[src/rtl/irqs_pkg.sv]
package irqs_pkg;

    localparam int unsigned REG_STATUS = 0;
    localparam int unsigned REG_ENABLE = 1;
    localparam int unsigned REG_CLEAR  = 2;

    typedef enum logic {
        CELL_CLR = 1'b0,
        CELL_SET = 1'b1
    } cell_st_e;

    typedef enum logic {
        PORT_IDLE = 1'b0,
        PORT_RESP = 1'b1
    } port_st_e;

endpackage

[src/rtl/irqs_cell.sv]
module irqs_cell
    import irqs_pkg::*;
#(
    parameter bit EDGE = 1'b0
) (
    input  logic clk,
    input  logic rst_n,
    input  logic cond_i,
    input  logic clr_i,
    output logic stat_o
);

    cell_st_e st_q;
    cell_st_e st_d;
    logic     prev_q;
    logic     rise;

    // previous source level; starts high so a source already up at reset
    // release is not taken as an event
    always_ff @(posedge clk or negedge rst_n) begin
        if (!rst_n) begin
            prev_q <= 1'b1;
        end else begin
            prev_q <= cond_i;
        end
    end

    assign rise = cond_i & ~prev_q;

    always_ff @(posedge clk or negedge rst_n) begin
        if (!rst_n) begin
            st_q <= CELL_CLR;
        end else begin
            st_q <= st_d;
        end
    end

    generate
        if (EDGE) begin : g_edge
            always_comb begin
                st_d = st_q;
                unique case (st_q)
                    CELL_CLR: if (rise)            st_d = CELL_SET;
                    CELL_SET: if (clr_i && !rise)  st_d = CELL_CLR;
                    default:                       st_d = CELL_CLR;
                endcase
            end
        end else begin : g_level
            always_comb begin
                st_d = st_q;
                unique case (st_q)
                    CELL_CLR: if (cond_i)  st_d = CELL_SET;
                    CELL_SET: if (!cond_i) st_d = CELL_CLR;
                    default:               st_d = CELL_CLR;
                endcase
            end
        end
    endgenerate

    assign stat_o = (st_q == CELL_SET);

endmodule

[src/rtl/irqs_regport.sv]
module irqs_regport
    import irqs_pkg::*;
#(
    parameter int unsigned DATA_W    = 32,
    parameter int unsigned ADDR_W    = 2,
    parameter int unsigned NB        = 13,
    parameter logic [NB-1:0] IMPL_MASK = 13'h1BEF
) (
    input  logic              clk,
    input  logic              rst_n,
    input  logic              req_i,
    input  logic              we_i,
    input  logic [ADDR_W-1:0] addr_i,
    input  logic [DATA_W-1:0] wdata_i,
    input  logic [NB-1:0]     stat_i,
    output logic [DATA_W-1:0] rdata_o,
    output logic              rvalid_o,
    output logic [NB-1:0]     en_o,
    output logic [NB-1:0]     clr_o
);

    localparam int unsigned PAD_W = DATA_W - NB;

    port_st_e          st_q;
    port_st_e          st_d;
    logic              rd_hit;
    logic              wr_hit;
    logic [DATA_W-1:0] rsel;
    logic [DATA_W-1:0] rdata_q;
    logic [NB-1:0]     en_q;

    assign rd_hit = req_i && !we_i;
    assign wr_hit = req_i &&  we_i;

    always_ff @(posedge clk or negedge rst_n) begin
        if (!rst_n) begin
            st_q <= PORT_IDLE;
        end else begin
            st_q <= st_d;
        end
    end

    always_comb begin
        st_d = st_q;
        unique case (st_q)
            PORT_IDLE: st_d = rd_hit ? PORT_RESP : PORT_IDLE;
            PORT_RESP: st_d = rd_hit ? PORT_RESP : PORT_IDLE;
            default:   st_d = PORT_IDLE;
        endcase
    end

    always_comb begin
        rsel = '0;
        if (addr_i == ADDR_W'(REG_STATUS)) begin
            rsel = {{PAD_W{1'b0}}, stat_i};
        end else if (addr_i == ADDR_W'(REG_ENABLE)) begin
            rsel = {{PAD_W{1'b0}}, en_q};
        end
    end

    always_ff @(posedge clk or negedge rst_n) begin
        if (!rst_n) begin
            rdata_q <= '0;
        end else if (rd_hit) begin
            rdata_q <= rsel;
        end
    end

    always_ff @(posedge clk or negedge rst_n) begin
        if (!rst_n) begin
            en_q <= '0;
        end else if (wr_hit && addr_i == ADDR_W'(REG_ENABLE)) begin
            en_q <= wdata_i[NB-1:0] & IMPL_MASK;
        end
    end

    always_comb begin
        clr_o = '0;
        if (wr_hit && addr_i == ADDR_W'(REG_CLEAR)) begin
            clr_o = wdata_i[NB-1:0];
        end
    end

    assign rvalid_o = (st_q == PORT_RESP);
    assign rdata_o  = rdata_q;
    assign en_o     = en_q;

endmodule

[src/rtl/irq_stat_regs.sv]
module irq_stat_regs #(
    parameter int unsigned DATA_W      = 32,
    parameter int unsigned ADDR_W      = 2,
    parameter int unsigned NB          = 13,
    parameter logic [NB-1:0] IMPL_MASK = 13'h1BEF,
    parameter logic [NB-1:0] EDGE_MASK = 13'h1200
) (
    input  logic              clk,
    input  logic              rst_n,
    input  logic [NB-1:0]     cond_i,
    input  logic              req_i,
    input  logic              we_i,
    input  logic [ADDR_W-1:0] addr_i,
    input  logic [DATA_W-1:0] wdata_i,
    output logic [DATA_W-1:0] rdata_o,
    output logic              rvalid_o,
    output logic              irq_o
);

    logic [NB-1:0] stat_w;
    logic [NB-1:0] en_w;
    logic [NB-1:0] clr_w;

    generate
        for (genvar b = 0; b < NB; b++) begin : g_bit
            if (IMPL_MASK[b]) begin : g_impl
                irqs_cell #(
                    .EDGE (EDGE_MASK[b])
                ) u_cell (
                    .clk    (clk),
                    .rst_n  (rst_n),
                    .cond_i (cond_i[b]),
                    .clr_i  (clr_w[b]),
                    .stat_o (stat_w[b])
                );
            end else begin : g_none
                assign stat_w[b] = 1'b0;
            end
        end
    endgenerate

    irqs_regport #(
        .DATA_W    (DATA_W),
        .ADDR_W    (ADDR_W),
        .NB        (NB),
        .IMPL_MASK (IMPL_MASK)
    ) u_port (
        .clk      (clk),
        .rst_n    (rst_n),
        .req_i    (req_i),
        .we_i     (we_i),
        .addr_i   (addr_i),
        .wdata_i  (wdata_i),
        .stat_i   (stat_w),
        .rdata_o  (rdata_o),
        .rvalid_o (rvalid_o),
        .en_o     (en_w),
        .clr_o    (clr_w)
    );

    assign irq_o = |(stat_w & en_w);

endmodule

[config.mk]
export PLATFORM = sky130hd
export DESIGN_NAME = irq_stat_regs
export DESIGN_NICKNAME = d
export VERILOG_FILES = /design/src/rtl/irqs_pkg.sv /design/src/rtl/irqs_cell.sv /design/src/rtl/irqs_regport.sv /design/src/rtl/irq_stat_regs.sv
export SDC_FILE = /design/constraint.sdc
export NUM_CORES = 1
export LEC_CHECK = 0
export CORE_ASPECT_RATIO = 1.75
export CORE_MARGIN = 2
export CORE_UTILIZATION = 40
export CTS_CLUSTER_DIAMETER = 200
export DETAILED_ROUTE_END_ITERATION = 10
export PLACE_DENSITY_LB_ADDON = 0.3
export SLEW_MARGIN = 5
export SYNTH_ARGS = -nofsm -noshare
export SYNTH_HDL_FRONTEND = slang
export SYNTH_SLANG_ARGS = --single-unit
[constraint.sdc]
create_clock -name clk -period 3.5 [get_ports clk]
set_input_delay 0.875 -clock clk [delete_from_list [all_inputs] [get_ports clk]]
set_output_delay 0.875 -clock clk [all_outputs]
set_load 0.01 [all_outputs]
==> results.py <==
metrics = {
    "synthesis": {
        "mappedNetlistArea_sq_um": 1590,
        "synthesis.instances": 126,
        "ys_types": 22,
        "synth_seq_area_share_pct": 56.7,
        "yosysWarnings": 0,
        "avgSynthCellArea_sq_um": 12.7,
        "ys_seq_elements": 36,
    },
    "global_route": {
        "number_of_global_route_vias_before_repair": 926,
        "grt_pass1_wl_um": 4230,
        "groute.usage.overall_pct": 13.0,
        "grt_start_max_net_pins": 37,
        "initial_antenna_violation_count": 0,
        "grt_remaining_overflow": 0,
    },
    "setup_path": {
        "worst-r2r-cell-count": 1,
        "crit_required_ns": 2.62,
        "worst_ep_arrival_time_ns": 1.91,
        "critPathLaunchType": "flop",
        "endpoint_kind": "output pin",
        "worstSetupPathType": "reg -> out",
        "crit_fanout": 3,
        "launch_instance_of_the_worst_register_to_register_path": "u_port.en_o[9]",
        "reg2reg_to": "u_port.en_o[9]",
        "r2r_slack_ns": 2.70,
    },
    "timing": {
        "finalClockSkew_ns": 0.00762,
        "setup_violations": 0,
        "final.setup.tns_ns": 0,
        "final.period_utilization_pct": 79.7,
        "maxClockFrequency_mhz": 359,
        "setup_repair_after_global_routing_missed_its_margin": "false",
        "postLayoutSetupSlackWorst_ns": 0.712,
        "hold_viol": 0,
        "final.min_clock_period_ns": 2.79,
        "final_max_slew_viol_count": 0,
        "worst_hold_slack_ns": 0.484,
        "worst_slew_margin_rel_pct": 63.3,
        "timing_worst_slew_pin_value_ns": 0.549,
    },
    "clock_tree": {
        "cts.clk_slew.worst_paths_ns": 0.07,
        "cts_tree": "yes",
        "cts.repair_timing.setup_buffer_count": 0,
        "cts_repair_resize_count": 0,
        "clk_root_buffer_cell": "clkbuf_8",
        "clock_insertion_delay_worst_skew_ns": 0.28,
        "hold_buffers": 0,
        "clock_tree.htree_level_count": 2,
        "cts_num_sinks": 36,
        "cts_max_path_buffers": 2,
        "cts-buffers-inserted": 5,
    },
    "place": {
        "port-buffer-count": 40,
        "gp_congestion": 0.689,
        "post-dp-hpwl_um": 2060,
        "pre_cts_slack_ns": 0.805,
        "placement.cell_area_sq_um": 1960,
    },
    "die": {
        "boundaryPins": 85,
        "dieWidth_um": 51.7,
        "initial_core_util_pct": 41.2,
        "die-height_um": 87.5,
        "row_count": 30,
        "area_enclosed_by_the_die_boundary_sq_um": 4530,
        "core_region_area_sq_um": 3870,
    },
    "hold_path": {
        "hold_path.class": "reg -> reg",
        "worst_hold_end": "u_port.rdata_o[0]",
        "hold-path-cell-count": 2,
        "hold_start": "u_port.rdata_o[0]",
    },
    "routing": {
        "wl_um": 2670,
        "vias": 985,
        "drt-initial-drc-count": 17,
        "route.detailed.vias_per_inst": 4.50,
        "routed_wire_length_per_instance_um": 12.2,
        "firstDrtPassIters": 4,
        "ant_nets": 0,
        "drcViolationCount": 0,
    },
    "power": {
        "power_leakage_nw": 0.995,
        "power.density_cell_area_nw_per_um2": 507,
        "ir_worst_vdd_v": 0.000372,
    },
    "finish": {
        "fin_area_sq_um": 2070,
        "layout_commonest_cell": "clkdlybuf4s50_1",
        "layout.nets": 221,
        "synthToLayoutAreaGrowth_pct": 29.7,
        "commonest_cells_after_routing_fill_and_taps_aside": "clkdlybuf4s50_1, dfrtp_1, conb_1",
        "antennaDiodeCount": 0,
        "layout_cells_sized_above_1_pct": 13.5,
    },
    "run_status": {
        "status": "complete, no violations",
    },
    "flow_run": {
        "timing.max_cap.violations": 0,
    },
}
## kinds of logic after synthesis
logic type	synth area share, %
other cells	0.235
mux	17.0
simple gates	6.99
flops	56.7
buf+inv	12.3
compound gates	6.75
## power breakdown
group	leakage [nW]	total, mW	internal, mW	switching (mW)
Sequential	0.434	0.507	0.471	0.0363
Combinational	0.506	0.197	0.122	0.0750
Clock	0.0552	0.343	0.211	0.132
## state kept, by name (all words and copies together), names as in the netlist
name                        count
u_port.rdata_o                 11
u_port.en_o                    11
g_bit.g_impl.u_cell.stat_o     11
g_bit.g_impl.u_cell.prev_q      2
u_port.rvalid_o                 1
## cell usage after synthesis
master | number | share of area (%)
dfrtp_1 | 34 | 53
buf_4 | 22 | 10
nand2_1 | 16 | 3.8
o21ai_1 | 13 | 4.1
mux2i_1 | 11 | 6.9
mux2_4 | 10 | 9.4
inv_1 | 3 | 0.71
a22oi_1 | 2 | 0.94
dfstp_2 | 2 | 3.3
a221oi_1 | 1 | 0.55
a222oi_1 | 1 | 0.63
a22o_1 | 1 | 0.55
and3_1 | 1 | 0.39
and4b_1 | 1 | 0.63
buf_2 | 1 | 0.31
buf_6 | 1 | 0.71
clkbuf_1 | 1 | 0.24
conb_1 | 1 | 0.24
mux2_1 | 1 | 0.71
nand2b_4 | 1 | 0.86
nand4b_2 | 1 | 0.94
or2_1 | 1 | 0.39
## worst max-delay path by stage
stage	slack [ns]	to	depth (start not counted)	startpoint
6_report	0.71	irq_o	5	u_port.en_o[5]
4_1_cts	0.66	irq_o	5	u_port.en_o[5]
5_1_grt	0.59	irq_o	5	u_port.en_o[5]
3_3_place_gp	0.85	u_port.en_o[9]	4	addr_i[0]
3_5_place_dp	0.81	u_port.en_o[9]	4	addr_i[0]
2_1_floorplan	1.61	irq_o	4	u_port.en_o[5]
## critical path, cell delays in order (launching register included)
cell,delay [ns]
dfrtp_1,0.40
a22o_1,0.23
a221oi_1,0.25
and3_1,0.21
nand2_1,0.05
clkdlybuf4s50_1,0.49
## metrics by stage
stage / power, mW / util [%] / std cells
5_1_grt: 1.10 / 53.5 / 219
6_report: 1.05 / 53.5 / 219
2_1_floorplan: 0.631 / - / 146
4_1_cts: 1.06 / 53.5 / 219
3_3_place_gp: 0.708 / 50.7 / 211
3_5_place_dp: 0.714 / 50.7 / 211
## metal layers
metal	global-route usage, %	wire, um
met1	14.5	1010
met2	22.4	1450
met3	3.95	182
met4	5.74	23
met5	0	0
## area by class of cell
class | instances | area, sq um
multi-input combinational | 82 | 569
sequential | 36 | 903
tap | 48 | 60.1
clock buffer | 6 | 72.6
inverter | 3 | 11.3
timing repair buffer | 42 | 415
fill | 350 | 1800
clock inverter | 2 | 35.0
Note: power is estimated with default switching activity, not from simulation.
